--- src/rtl/irq_ctrl_pkg.sv ---
package irq_ctrl_pkg;

  localparam int unsigned REG_ADDR_W = 5;

  // Byte offsets of the register bank.
  localparam logic [REG_ADDR_W-1:0] OFS_STATUS   = 5'h00;
  localparam logic [REG_ADDR_W-1:0] OFS_SET      = 5'h04;
  localparam logic [REG_ADDR_W-1:0] OFS_CLEAR    = 5'h08;
  localparam logic [REG_ADDR_W-1:0] OFS_MASK     = 5'h0C;
  localparam logic [REG_ADDR_W-1:0] OFS_MASK_SET = 5'h10;
  localparam logic [REG_ADDR_W-1:0] OFS_MASK_CLR = 5'h14;

  // Conventional source positions used by the surrounding system.
  localparam int unsigned SRC_LINK_UP   = 4;
  localparam int unsigned SRC_LINK_DOWN = 5;
  localparam int unsigned SRC_RX_DONE   = 13;
  localparam int unsigned SRC_TX_DONE   = 16;
  localparam int unsigned SRC_MGMT_DONE = 23;
  localparam int unsigned SRC_MGMT_ERR  = 24;

  typedef struct packed {
    logic st_set;
    logic st_clr;
    logic mk_set;
    logic mk_clr;
  } wr_strobe_t;

  typedef enum logic [1:0] {
    RSEL_NONE,
    RSEL_STATUS,
    RSEL_MASK
  } rsel_e;

endpackage

--- src/rtl/irq_rst_sync.sv ---
module irq_rst_sync #(
  parameter int unsigned STAGES = 2
) (
  input  logic clk,
  input  logic rst_n,
  output logic rst_sync_n
);

  logic [STAGES-1:0] sync_q;
  logic [STAGES-1:0] sync_d;

  always_comb begin
    sync_d = {sync_q[STAGES-2:0], 1'b1};
  end

  always_ff @(posedge clk or negedge rst_n) begin
    if (!rst_n) begin
      sync_q <= '0;
    end else begin
      sync_q <= sync_d;
    end
  end

  assign rst_sync_n = sync_q[STAGES-1];

endmodule

--- src/rtl/irq_rise_detect.sv ---
module irq_rise_detect #(
  parameter int unsigned N_SRC = 32
) (
  input  logic             clk,
  input  logic             rst_n,
  input  logic [N_SRC-1:0] evt_i,
  output logic [N_SRC-1:0] rise_o
);

  for (genvar g = 0; g < N_SRC; g++) begin : g_src
    logic prev_q;

    always_ff @(posedge clk or negedge rst_n) begin
      if (!rst_n) begin
        prev_q <= 1'b0;
      end else begin
        prev_q <= evt_i[g];
      end
    end

    assign rise_o[g] = evt_i[g] & ~prev_q;
  end

endmodule

--- src/rtl/irq_reg_decode.sv ---
module irq_reg_decode
  import irq_ctrl_pkg::*;
#(
  parameter int unsigned ADDR_W = REG_ADDR_W
) (
  input  logic              bus_wr_i,
  input  logic [ADDR_W-1:0] bus_addr_i,
  output wr_strobe_t        strobe_o,
  output rsel_e             rsel_o
);

  logic hit_set, hit_clr, hit_mset, hit_mclr, hit_st, hit_mk;

  always_comb begin
    hit_st   = (bus_addr_i == ADDR_W'(OFS_STATUS));
    hit_set  = (bus_addr_i == ADDR_W'(OFS_SET));
    hit_clr  = (bus_addr_i == ADDR_W'(OFS_CLEAR));
    hit_mk   = (bus_addr_i == ADDR_W'(OFS_MASK));
    hit_mset = (bus_addr_i == ADDR_W'(OFS_MASK_SET));
    hit_mclr = (bus_addr_i == ADDR_W'(OFS_MASK_CLR));

    strobe_o.st_set = bus_wr_i & hit_set;
    strobe_o.st_clr = bus_wr_i & hit_clr;
    strobe_o.mk_set = bus_wr_i & hit_mset;
    strobe_o.mk_clr = bus_wr_i & hit_mclr;

    if (hit_st) begin
      rsel_o = RSEL_STATUS;
    end else if (hit_mk) begin
      rsel_o = RSEL_MASK;
    end else begin
      rsel_o = RSEL_NONE;
    end
  end

endmodule

--- src/rtl/irq_status_bank.sv ---
module irq_status_bank
  import irq_ctrl_pkg::*;
#(
  parameter int unsigned N_SRC = 32
) (
  input  logic             clk,
  input  logic             rst_n,
  input  logic [N_SRC-1:0] rise_i,
  input  wr_strobe_t       strobe_i,
  input  logic [N_SRC-1:0] wdata_i,
  output logic [N_SRC-1:0] status_o,
  output logic [N_SRC-1:0] mask_o
);

  logic [N_SRC-1:0] status_q, status_d;
  logic [N_SRC-1:0] mask_q, mask_d;
  logic [N_SRC-1:0] set_vec, clr_vec, mset_vec, mclr_vec;
  logic             status_en, mask_en;

  always_comb begin
    set_vec  = strobe_i.st_set ? wdata_i : '0;
    clr_vec  = strobe_i.st_clr ? wdata_i : '0;
    mset_vec = strobe_i.mk_set ? wdata_i : '0;
    mclr_vec = strobe_i.mk_clr ? wdata_i : '0;

    status_en = (|rise_i) | strobe_i.st_set | strobe_i.st_clr;
    mask_en   = strobe_i.mk_set | strobe_i.mk_clr;

    // Sets are applied after the clear, so an edge beats a clear.
    status_d = (status_q & ~clr_vec) | rise_i | set_vec;
    mask_d   = (mask_q & ~mclr_vec) | mset_vec;
  end

  always_ff @(posedge clk or negedge rst_n) begin
    if (!rst_n) begin
      status_q <= '0;
    end else if (status_en) begin
      status_q <= status_d;
    end
  end

  always_ff @(posedge clk or negedge rst_n) begin
    if (!rst_n) begin
      mask_q <= '1;
    end else if (mask_en) begin
      mask_q <= mask_d;
    end
  end

  assign status_o = status_q;
  assign mask_o   = mask_q;

  // every detected edge is visible in status one cycle later.
  p_edge_latched_r2: assert property (@(posedge clk) disable iff (!rst_n)
    (|rise_i) |=> ((status_q & $past(rise_i)) == $past(rise_i)))
    else $error("edge not latched");

  p_edge_beats_clear_r5: assert property (@(posedge clk) disable iff (!rst_n)
    (strobe_i.st_clr && |(rise_i & wdata_i)) |=>
      ((status_q & $past(rise_i & wdata_i)) == $past(rise_i & wdata_i)))
    else $error("clear overrode edge");

  // cleared bits without a concurrent edge are zero afterwards.
  p_clear_bits_r4: assert property (@(posedge clk) disable iff (!rst_n)
    strobe_i.st_clr |=> ((status_q & $past(wdata_i & ~rise_i)) == '0))
    else $error("clear write ineffective");

  // mask set and mask clear land on exactly the written ones.
  p_mask_set_r6: assert property (@(posedge clk) disable iff (!rst_n)
    strobe_i.mk_set |=> ((mask_q & $past(wdata_i)) == $past(wdata_i)))
    else $error("mask set ineffective");

  p_mask_clr_r6: assert property (@(posedge clk) disable iff (!rst_n)
    strobe_i.mk_clr |=> ((mask_q & $past(wdata_i)) == '0))
    else $error("mask clear ineffective");

  p_mask_zero_r6: assert property (@(posedge clk) disable iff (!rst_n)
    ((strobe_i.mk_set || strobe_i.mk_clr) && wdata_i == '0) |=> $stable(mask_q))
    else $error("zero mask write changed mask");

endmodule

--- src/rtl/irq_status_ctrl.sv ---
module irq_status_ctrl
  import irq_ctrl_pkg::*;
#(
  parameter int unsigned N_SRC       = 32,
  parameter int unsigned DATA_W      = 32,
  parameter int unsigned ADDR_W      = REG_ADDR_W,
  parameter int unsigned SYNC_STAGES = 2
) (
  input  logic              clk,
  input  logic              rst_n,
  input  logic [N_SRC-1:0]  evt_i,
  input  logic              bus_wr_i,
  input  logic [ADDR_W-1:0] bus_addr_i,
  input  logic [DATA_W-1:0] bus_wdata_i,
  output logic [DATA_W-1:0] bus_rdata_o,
  output logic              irq_o
);

  logic             rst_sync_n;
  logic [N_SRC-1:0] rise;
  logic [N_SRC-1:0] status;
  logic [N_SRC-1:0] mask;
  wr_strobe_t       strobe;
  rsel_e            rsel;
  logic             irq_q, irq_d;

  irq_rst_sync #(.STAGES(SYNC_STAGES)) u_rst (
    .clk        (clk),
    .rst_n      (rst_n),
    .rst_sync_n (rst_sync_n)
  );

  irq_rise_detect #(.N_SRC(N_SRC)) u_rise (
    .clk    (clk),
    .rst_n  (rst_sync_n),
    .evt_i  (evt_i),
    .rise_o (rise)
  );

  irq_reg_decode #(.ADDR_W(ADDR_W)) u_dec (
    .bus_wr_i   (bus_wr_i),
    .bus_addr_i (bus_addr_i),
    .strobe_o   (strobe),
    .rsel_o     (rsel)
  );

  irq_status_bank #(.N_SRC(N_SRC)) u_bank (
    .clk      (clk),
    .rst_n    (rst_sync_n),
    .rise_i   (rise),
    .strobe_i (strobe),
    .wdata_i  (bus_wdata_i[N_SRC-1:0]),
    .status_o (status),
    .mask_o   (mask)
  );

  always_comb begin
    bus_rdata_o = '0;
    case (rsel)
      RSEL_STATUS: bus_rdata_o[N_SRC-1:0] = status;
      RSEL_MASK:   bus_rdata_o[N_SRC-1:0] = mask;
      default:     bus_rdata_o = '0;
    endcase
  end

  always_comb begin
    irq_d = |(status & ~mask);
  end

  always_ff @(posedge clk or negedge rst_sync_n) begin
    if (!rst_sync_n) begin
      irq_q <= 1'b0;
    end else begin
      irq_q <= irq_d;
    end
  end

  assign irq_o = irq_q;

  // nothing pending in one cycle means a quiet line in the next.
  p_quiet_line_r8: assert property (@(posedge clk) disable iff (!rst_sync_n)
    ((status & ~mask) == '0) |=> !irq_o)
    else $error("irq high with nothing pending");

  // a fully masked bank never requests.
  p_all_masked_r10: assert property (@(posedge clk) disable iff (!rst_sync_n)
    (&mask) |=> !irq_o)
    else $error("irq high while fully masked");

  // writing the read-only status offset leaves status alone.
  p_ro_status_r7: assert property (@(posedge clk) disable iff (!rst_sync_n)
    (bus_wr_i && bus_addr_i == ADDR_W'(OFS_STATUS) && rise == '0) |=> $stable(status))
    else $error("status offset writable");

  p_ro_mask_r7: assert property (@(posedge clk) disable iff (!rst_sync_n)
    (bus_wr_i && bus_addr_i == ADDR_W'(OFS_MASK)) |=> $stable(mask))
    else $error("mask offset writable");

endmodule

--- config.mk ---
export PLATFORM = sky130hd
export DESIGN_NAME = irq_status_ctrl
export DESIGN_NICKNAME = d
export VERILOG_FILES = /design/src/rtl/irq_ctrl_pkg.sv /design/src/rtl/irq_rst_sync.sv /design/src/rtl/irq_rise_detect.sv /design/src/rtl/irq_reg_decode.sv /design/src/rtl/irq_status_bank.sv /design/src/rtl/irq_status_ctrl.sv
export SDC_FILE = /design/constraint.sdc
export NUM_CORES = 1
export LEC_CHECK = 0
export BUFFER_PORTS_ARGS = -buffer_cell sky130_fd_sc_hd__buf_2
export CORE_MARGIN = 5
export CORE_UTILIZATION = 48
export DETAILED_ROUTE_END_ITERATION = 7
export PLACE_DENSITY_LB_ADDON = 0.05
export REMOVE_ABC_BUFFERS = 1
export SYNTH_ARGS = -nofsm -noshare
export SYNTH_HDL_FRONTEND = slang
export SYNTH_SLANG_ARGS = --single-unit
--- constraint.sdc ---
create_clock -name clk -period 2.83 [get_ports clk]
set_input_delay 0.1415 -clock clk [delete_from_list [all_inputs] [get_ports clk]]
set_output_delay 0.1415 -clock clk [all_outputs]
set_load 0.01 [all_outputs]
==> results.yml, run 1 <==
status:
  outcome: "finished, final reports clean"
drt:
  wl_met2_mm: 5.31
  vias_per_cell: 5.38
  wl_per_cell_um: 16.9
  wl_met3_um: 618
  highest_layer: "met4"
  via_count: 3361
  drt_wl_total_mm: 10.6
  drt-initial-drc-count: 178
  route.layer.met1.wl_mm: 4.55
  ant_nets: 0
  drc: 0
  dr.pass1.iters: 4
sta:
  hold_viol_final: 0
  period_needed_ns: 1.85
  rsz0062_at_grt: "false"
  relSlewSlack: 0.482
  worst_pin_slew_ns: 0.777
  drv_slew: 0
  fmax_ghz: 0.540
  post-route-period-util: 0.655
  finalClockSkew_ns: 0.0124
  tns_ns: 0
  setup_violations: 0
finish:
  layout-drive-gt1-share: 0.315
  synthToLayoutAreaGrowth_pct: 27.3
  antennaDiodeCount: 0
  fin_area_um2: 5570
  nNetsFinal: 584
  final_core_util: 0.632
  mostFrequentLayoutCells: "buf_2 (104), dfrtp_1 (66), nand2_1 (63)"
  final_common_cell: "buf_2"
pwr:
  swShare: 0.254
  switchingPower_mw: 0.787
  power.density_nw_per_um2: 557
  intPower_mw: 2.31
  clkPwrFrac: 0.326
  pwr-share-seq: 0.543
  p_leak_nw: 2.72
  peakVddDrop_v: 0.000386
  power_frac_comb: 0.130
grt:
  grt_use_total: 0.198
  antenna_found_initial: 0
  grt_pass1_vias: 3610
  grt_pass1_wl_mm: 17.7
  grt_max_degree: 61
  grt_overflow: 0
clock_network:
  clk_latency_ns: 0.36
  numClockSinks: 99
  cts.path.max_buffers: 2
  path_clk_slew_ns: 0.10
  cts_setup_buffers: 0
  clockRootBuffer: "clkbuf_8"
  htreeDepth: 3
  cts_inserted_buffers: 9
  tritoncts: "built"
critical_path:
  path_cells: "buf_2, and4b_1, buf_4, a22o_1, buf_2"
  crit_top_cell: "buf_2"
  cp.arrival_ns: 1.71
  start_kind: "input port"
  cp_max_fo: 37
  critPathKind: "in -> out"
  crit_path_top_delay_cell: "buf_2"
  slowest_delay_ns: 0.55
  worstPathRequired_ns: 2.69
  endpoint_kind: "primary output"
  crit_family: "buffers and inverters"
  crit_buf_inv: 3
synthesis:
  synth_compound_gate_area_share: 0.165
  synth_cell_types: 25
  synthesis.area_um2: 4380
  synthCells: 377
  ys_seq_area_frac: 0.575
  syn_area_per_cell_um2: 11.6
  yosys.area_share.simple: 0.128
  synth_top_family_by_area: "compound AO/OA/AOI/OAI gates"
  ys_warn_count: 0
  synthXorXnorAreaFrac: 0
  synth_fa_ha_area_frac: 0
  synth.ff_latch_count: 99
  muxShareOfSynthArea: 0.0755
placement:
  gp_congestion: 0.782
  dpl_cell_area_um2: 4990
  dpl.hpwl_mm: 6.70
  port_buffers: 104
floorplanning:
  chipHeight_um: 105
  chipWidth_um: 105
  rows: 34
  pin_count: 105
  core_um2: 8810
  initial_utilization: 0.497
  dieArea_um2: 11100
job:
  drv_cap: 0
min_path:
  min_path_type: "in -> reg"
cell type report:
| type | instances | area [µm²] |
|---|---|---|
| Clock buffer | 9 | 124 |
| Clock inverter | 7 | 100 |
| Fill cell | 738 | 3240 |
| Inverter | 34 | 128 |
| Multi-Input combinational cell | 223 | 1630 |
| Sequential cell | 99 | 2520 |
| Tap cell | 108 | 135 |
| Timing Repair Buffer | 145 | 928 |
worst paths after layout:
path                            slack (ns)  depth (start not counted)               from                end
worst max-delay path                  0.98                          5      bus_addr_i[2]     bus_rdata_o[7]
max in group asynchronous             1.66                          1    u_rst.sync_q[1]  u_bank.mask_o[17]
worst min register to register        0.37                          0    u_rst.sync_q[0]    u_rst.sync_q[1]
worst max register to register        1.51                          4  u_bank.mask_o[29]              irq_o
min in group asynchronous             0.10                          2              rst_n    u_rst.sync_q[0]
worst min-delay path                  0.02                          3    bus_wdata_i[31]  u_bank.mask_o[31]
cell usage after synthesis:
library cell,instances,area share
buf_6,3,0.0077
dfrtp_1,67,0.38
and4_1,5,0.010
buf_4,3,0.0051
a221o_1,31,0.071
nand2_1,63,0.054
o22ai_1,1,0.0014
or4b_4,1,0.0031
nor2b_1,31,0.044
and4b_1,1,0.0023
nor3b_2,1,0.0029
nand4b_1,1,0.0020
mux2i_1,33,0.075
conb_1,1,0.00086
a22o_1,32,0.064
a21oi_1,1,0.0011
dfstp_2,32,0.19
nor2_1,1,0.00086
nor4b_2,1,0.0034
clkbuf_1,15,0.013
nand4_1,1,0.0014
inv_1,34,0.029
a22oi_1,16,0.027
nor2_4,1,0.0026
nand2b_1,1,0.0014
cell families after synthesis:
logic type / after synthesis
AND/OR/NAND/NOR: 108
flip-flops: 99
AO/OA/AOI/OAI: 81
buffers and inverters: 55
multiplexers: 33
other: 1
routing by layer:
metal  vias to the layer above  global-route usage
li1                       1605                   -
met1                      1644               0.253
met4                         0              0.0581
met5                         -                   0
met2                       101               0.337
met3                        11              0.0428
through the flow:
step                power (mW)  hold WS [ns]  instances  worst slack, ns
floorplan                 1.91        -0.154        356          -0.0760
global placement          2.07       -0.0732        574            0.964
detailed placement        2.08       -0.0712        574            0.952
CTS                       3.14      0.000326        625            0.956
global route              3.27       0.00156        625            0.855
finish                    3.10        0.0240        625            0.977
registers in the layout, summed over array words and instances, names as in the netlist:
register	flops
irq_o	1
u_bank.status_o	32
u_bank.mask_o	32
u_rst.sync_q	2
u_rise.g_src.prev_q	32
power groups by stage:
stage / registers, mW / clock network (mW) / logic, mW
after floorplan: 1.70 / 0 / 0.213
after detailed placement: 1.71 / 0 / 0.370
after CTS: 1.69 / 1.05 / 0.408
after global routing: 1.71 / 1.10 / 0.459
after global placement: 1.71 / 0 / 0.359
final: 1.68 / 1.01 / 0.403
worst min-delay path, cell delays in order:
cell     delay [ns]
buf_2          0.11
nand2_1        0.06
mux2i_1        0.07
repair_timing:
item,in CTS,in global routing
hold buffers,35,0
gates resized for setup,0,0
hold endpoints to repair,36,0
Note: power is estimated with default switching activity, not from simulation.
==> inputs of run 2 (changes only) <==
clock period = 1.6 ns   (was 2.83 ns; I/O delays follow)
==> run 2 against run 1 <==
Net effect: clock-buffer cell count up 1; critical path depth is 1 higher; sequential share of layout area shrank 3.2 points; cell count grew 5.8%; register-to-register slack worse by 1.3 ns; combinational power up 100%.
==> results.yml, run 2 (synthesis gave the netlist of run 1 again) <==
clock_network:
  path_clk_slew_ns: 0.10
  clockRootBuffer: "clkbuf_8"
  clk_latency_ns: 0.36
  hold_buffers: 65
  tritoncts: "built"
  htreeDepth: 3
  cts.path.max_buffers: 2
  post_cts_resized: 0
  numClockSinks: 99
  cts_inserted_buffers: 9
  cts_setup_buffers: 0
critical_path:
  cp_max_fo: 32
  endpoint_kind: "primary output"
  worstPathRequired_ns: 1.52
  start_kind: "input port"
  critPathKind: "in -> out"
  cp.arrival_ns: 1.30
min_path:
  min_path_type: "in -> async"
grt:
  antenna_found_initial: 0
  grt_use_total: 0.205
  grt_pass1_vias: 3706
  grt_overflow: 0
  grt_max_degree: 33
  grt_pass1_wl_mm: 18.4
sta:
  setup_violations: 0
  hold_viol_final: 0
  rsz0062_at_grt: "false"
  finalClockSkew_ns: 0.0138
  period_needed_ns: 1.38
  fmax_ghz: 0.724
  tns_ns: 0
  postLayoutSetupSlackWorst_ns: 0.218
  whs_ns: 0.0162
  drv_slew: 0
  post-route-period-util: 0.864
finish:
  stdcell_count: 661
  antennaDiodeCount: 0
  multi_input_area_um2: 1630
  fin_area_um2: 5990
  synthToLayoutAreaGrowth_pct: 36.9
  final_common_cell: "buf_2"
  layout-drive-gt1-share: 0.304
  nNetsFinal: 620
  final_core_util: 0.680
  mostFrequentLayoutCells: "buf_2 (104), dfrtp_1 (66), dlygate4sd3_1 (65)"
  regArea_um2: 2520
  nFillCells: 703
status:
  outcome: "finished, final reports clean"
placement:
  gp_congestion: 0.763
  port_buffers: 104
  pre_cts_ws_ns: -0.0263
  dpl_cell_area_um2: 5110
  dpl.hpwl_mm: 6.92
  dp.cells: 580
drt:
  via_count: 3458
  ant_nets: 0
  drc: 0
  vias_per_cell: 5.23
  drt_wl_total_mm: 10.8
  drt-initial-drc-count: 181
  dr.pass1.iters: 4
  wl_per_cell_um: 16.3
job:
  drv_cap: 0
floorplanning:
  pin_count: 105
  chipWidth_um: 105
  dieArea_um2: 11100
  initial_utilization: 0.497
  chipHeight_um: 105
  core_um2: 8810
  rows: 34
pwr:
  peakVddDrop_v: 0.000655
  p_leak_nw: 2.89
  power.density_nw_per_um2: 928
  finalPower_mw: 5.56
[run 2: cell count changes in the layout (fill, tap and decap cells not counted), sizes merged]
cell / delta
dlygate4sd3: +30
buf: +6
clkbuf: +1
clkinv: -1
clkinvlp: -1
inv: +1
[run 2: final cells by class]
type,count,share of cell area
clock buffers,10,0.0213
clock inverters,6,0.0161
multi-input cells,223,0.273
repair buffers,181,0.225
well taps,108,0.0226
flip-flops and latches,99,0.421
inverters,34,0.0213
[run 2: per-layer routing]
metal,vias to the layer above,GRT usage,part of all wire
met2,78,0.342,0.50
li1,1677,-,-
met1,1698,0.273,0.45
met3,5,0.0428,0.050
met5,-,0,0
met4,0,0.0534,0.0048
[run 2: power by group]
group | switching (mW) | internal [mW] | total [mW]
combinational | 0.386 | 0.421 | 0.807
sequential | 0.123 | 2.84 | 2.96
clock | 0.884 | 0.904 | 1.79
[run 2: critical path: stages]
cell and delay (ns):
buf_2 0.11, nor2_1 0.22, nor4b_4 0.30, buf_12 0.25, a22o_1 0.20, buf_2 0.14
[run 2: worst paths after layout]
check	startpoint	endpoint	slack, ns	depth (start not counted)
setup / recovery	bus_addr_i[1]	bus_rdata_o[28]	0.22	6
hold / removal	rst_n	u_rst.sync_q[1]	0.02	2
setup reg to reg	u_bank.mask_o[29]	irq_o	0.23	4
hold reg to reg	u_rst.sync_q[1]	u_rise.g_src[28].prev_q	0.24	0
max in group asynchronous	u_rst.sync_q[1]	u_bank.mask_o[29]	0.73	1
min in group clk	bus_addr_i[2]	u_bank.mask_o[25]	0.09	2
==> inputs of run 3 (changes only) <==
PLACE_DENSITY = 0.76   (was unset)
PLACE_DENSITY_LB_ADDON = unset   (was 0.05)
==> run 3 against run 2 <==
Net effect: worst setup slack got worse by 0.035 ns; first-iteration DRC count rose by 0.55%; clock skew rose by 0.0071 ns; global-route usage rose by 1.5 points; non-clock buffer count rose by 4; critical path depth did not move; cell area barely moved; combinational power rose by 2.6%; power fell by 0.64%; fmax fell by 2.4%; highest routed layer unchanged.
==> results.yml, run 3 (synthesis gave the netlist of run 1 again) <==
status:
  outcome: "finished, final reports clean"
critical_path:
  regToRegStartpoint: "u_bank.mask_o[16]"
  start_kind: "input port"
  endpoint_kind: "primary output"
  reg2regPathDepth: 4
  worstPathRequired_ns: 1.52
  critPathKind: "in -> out"
  cp_max_fo: 28
  regToRegEndpoint: "irq_o"
  timing.reg2reg.setup_slack_ns: 0.33
  startpoint: "bus_addr_i[1]"
  cp.arrival_ns: 1.34
clock_network:
  clockRootBuffer: "clkbuf_8"
  post_cts_resized: 0
  htreeDepth: 3
  cts.path.max_buffers: 2
  clk_latency_ns: 0.38
  hold_buffers: 66
  cts_inserted_buffers: 9
  numClockSinks: 99
  path_clk_slew_ns: 0.12
  cts_setup_buffers: 0
  tritoncts: "built"
sta:
  relSlewSlack: 0.586
  finalClockSkew_ns: 0.0209
  worst_pin_slew_ns: 0.621
  hold_viol_final: 0
  rsz0062_at_grt: "false"
  fmax_ghz: 0.706
  period_needed_ns: 1.42
  postLayoutSetupSlackWorst_ns: 0.184
  post-route-period-util: 0.885
  setup_violations: 0
  drv_slew: 0
min_path:
  hold_path_end: "u_bank.mask_o[16]"
  hold_path_depth: 2
  hp-start: "bus_addr_i[2]"
  min_path_type: "in -> reg"
finish:
  stdcell_count: 665
  final_core_util: 0.680
  mostFrequentLayoutCells: "buf_2 (104), dlygate4sd3_1 (66), dfrtp_1 (66)"
  layout-drive-gt1-share: 0.309
  synthToLayoutAreaGrowth_pct: 36.9
  fin_area_um2: 5990
  final_common_cell: "buf_2"
  nNetsFinal: 624
  antennaDiodeCount: 0
  nFillCells: 683
grt:
  grt_overflow: 0
  grt_pass1_wl_mm: 19.5
  grt_use_total: 0.220
  grt_pass1_vias: 3991
  grt_max_degree: 50
  antenna_found_initial: 0
drt:
  vias_per_cell: 5.46
  highest_layer: "met4"
  wl_per_cell_um: 17.6
  route.layer.met1.wl_mm: 4.79
  drc: 0
  drt_wl_total_mm: 11.7
  ant_nets: 0
  dr.pass1.iters: 4
  wl_met3_um: 645
  via_count: 3628
  wl_met2_mm: 6.05
  drt-initial-drc-count: 182
floorplanning:
  chipHeight_um: 105
  core_um2: 8810
  rows: 34
  dieArea_um2: 11100
  pin_count: 105
  initial_utilization: 0.497
  chipWidth_um: 105
pwr:
  p_leak_nw: 2.90
  finalPower_mw: 5.52
  power.density_nw_per_um2: 922
  peakVddDrop_v: 0.000726
job:
  drv_cap: 0
placement:
  dpl.hpwl_mm: 7.62
  port_buffers: 104
  dpl_cell_area_um2: 5110
  gp_congestion: 0.784
  pre_cts_ws_ns: -0.0387
  dp.cells: 583
-- run 3: layout make-up --
class | count | area [µm²] | share of cell area
flip-flops and latches | 99 | 2520 | 0.421
multi-input cells | 223 | 1630 | 0.273
repair buffers | 185 | 1360 | 0.226
well taps | 108 | 135 | 0.0226
inverters | 34 | 128 | 0.0213
clock buffers | 9 | 124 | 0.0207
clock inverters | 7 | 91.3 | 0.0153
-- run 3: layer usage --
| metal | vias to the layer above | global-route usage |
|---|---|---|
| met4 | 0 | 0.0787 |
| met2 | 118 | 0.392 |
| met5 | - | 0 |
| met1 | 1809 | 0.260 |
| li1 | 1682 | - |
| met3 | 19 | 0.0495 |
-- run 3: worst max path at each step --
stage	cells after the start	end	slack (ns)
floorplan	0	irq_o	-1.31
global placement	6	u_bank.status_o[26]	0.005
detailed placement	6	u_bank.status_o[15]	-0.04
CTS	6	bus_rdata_o[29]	0.19
global route	6	bus_rdata_o[19]	0.1
finish	6	bus_rdata_o[1]	0.18
-- run 3: critical path, stage by stage --
cell and delay (ns):
buf_2 0.11, nor2_1 0.23, nor4b_4 0.34, buf_12 0.23, a22o_1 0.19, buf_2 0.14
-- run 3: metrics by stage --
step | setup TNS [ns] | hold slack, ns
floorplan | -132.48 | -0.216
global placement | 0 | -0.135
detailed placement | -0.311 | -0.129
CTS | 0 | 0.0682
global route | 0 | 0.0884
finish | 0 | 0.0789
-- run 3: where the power goes --
part           switching, mW  total [mW]  leakage, nW  internal (mW)
logic                  0.408       0.828         1.77          0.419
clock network          0.971        1.74        0.106          0.764
registers              0.119        2.96         1.03           2.84
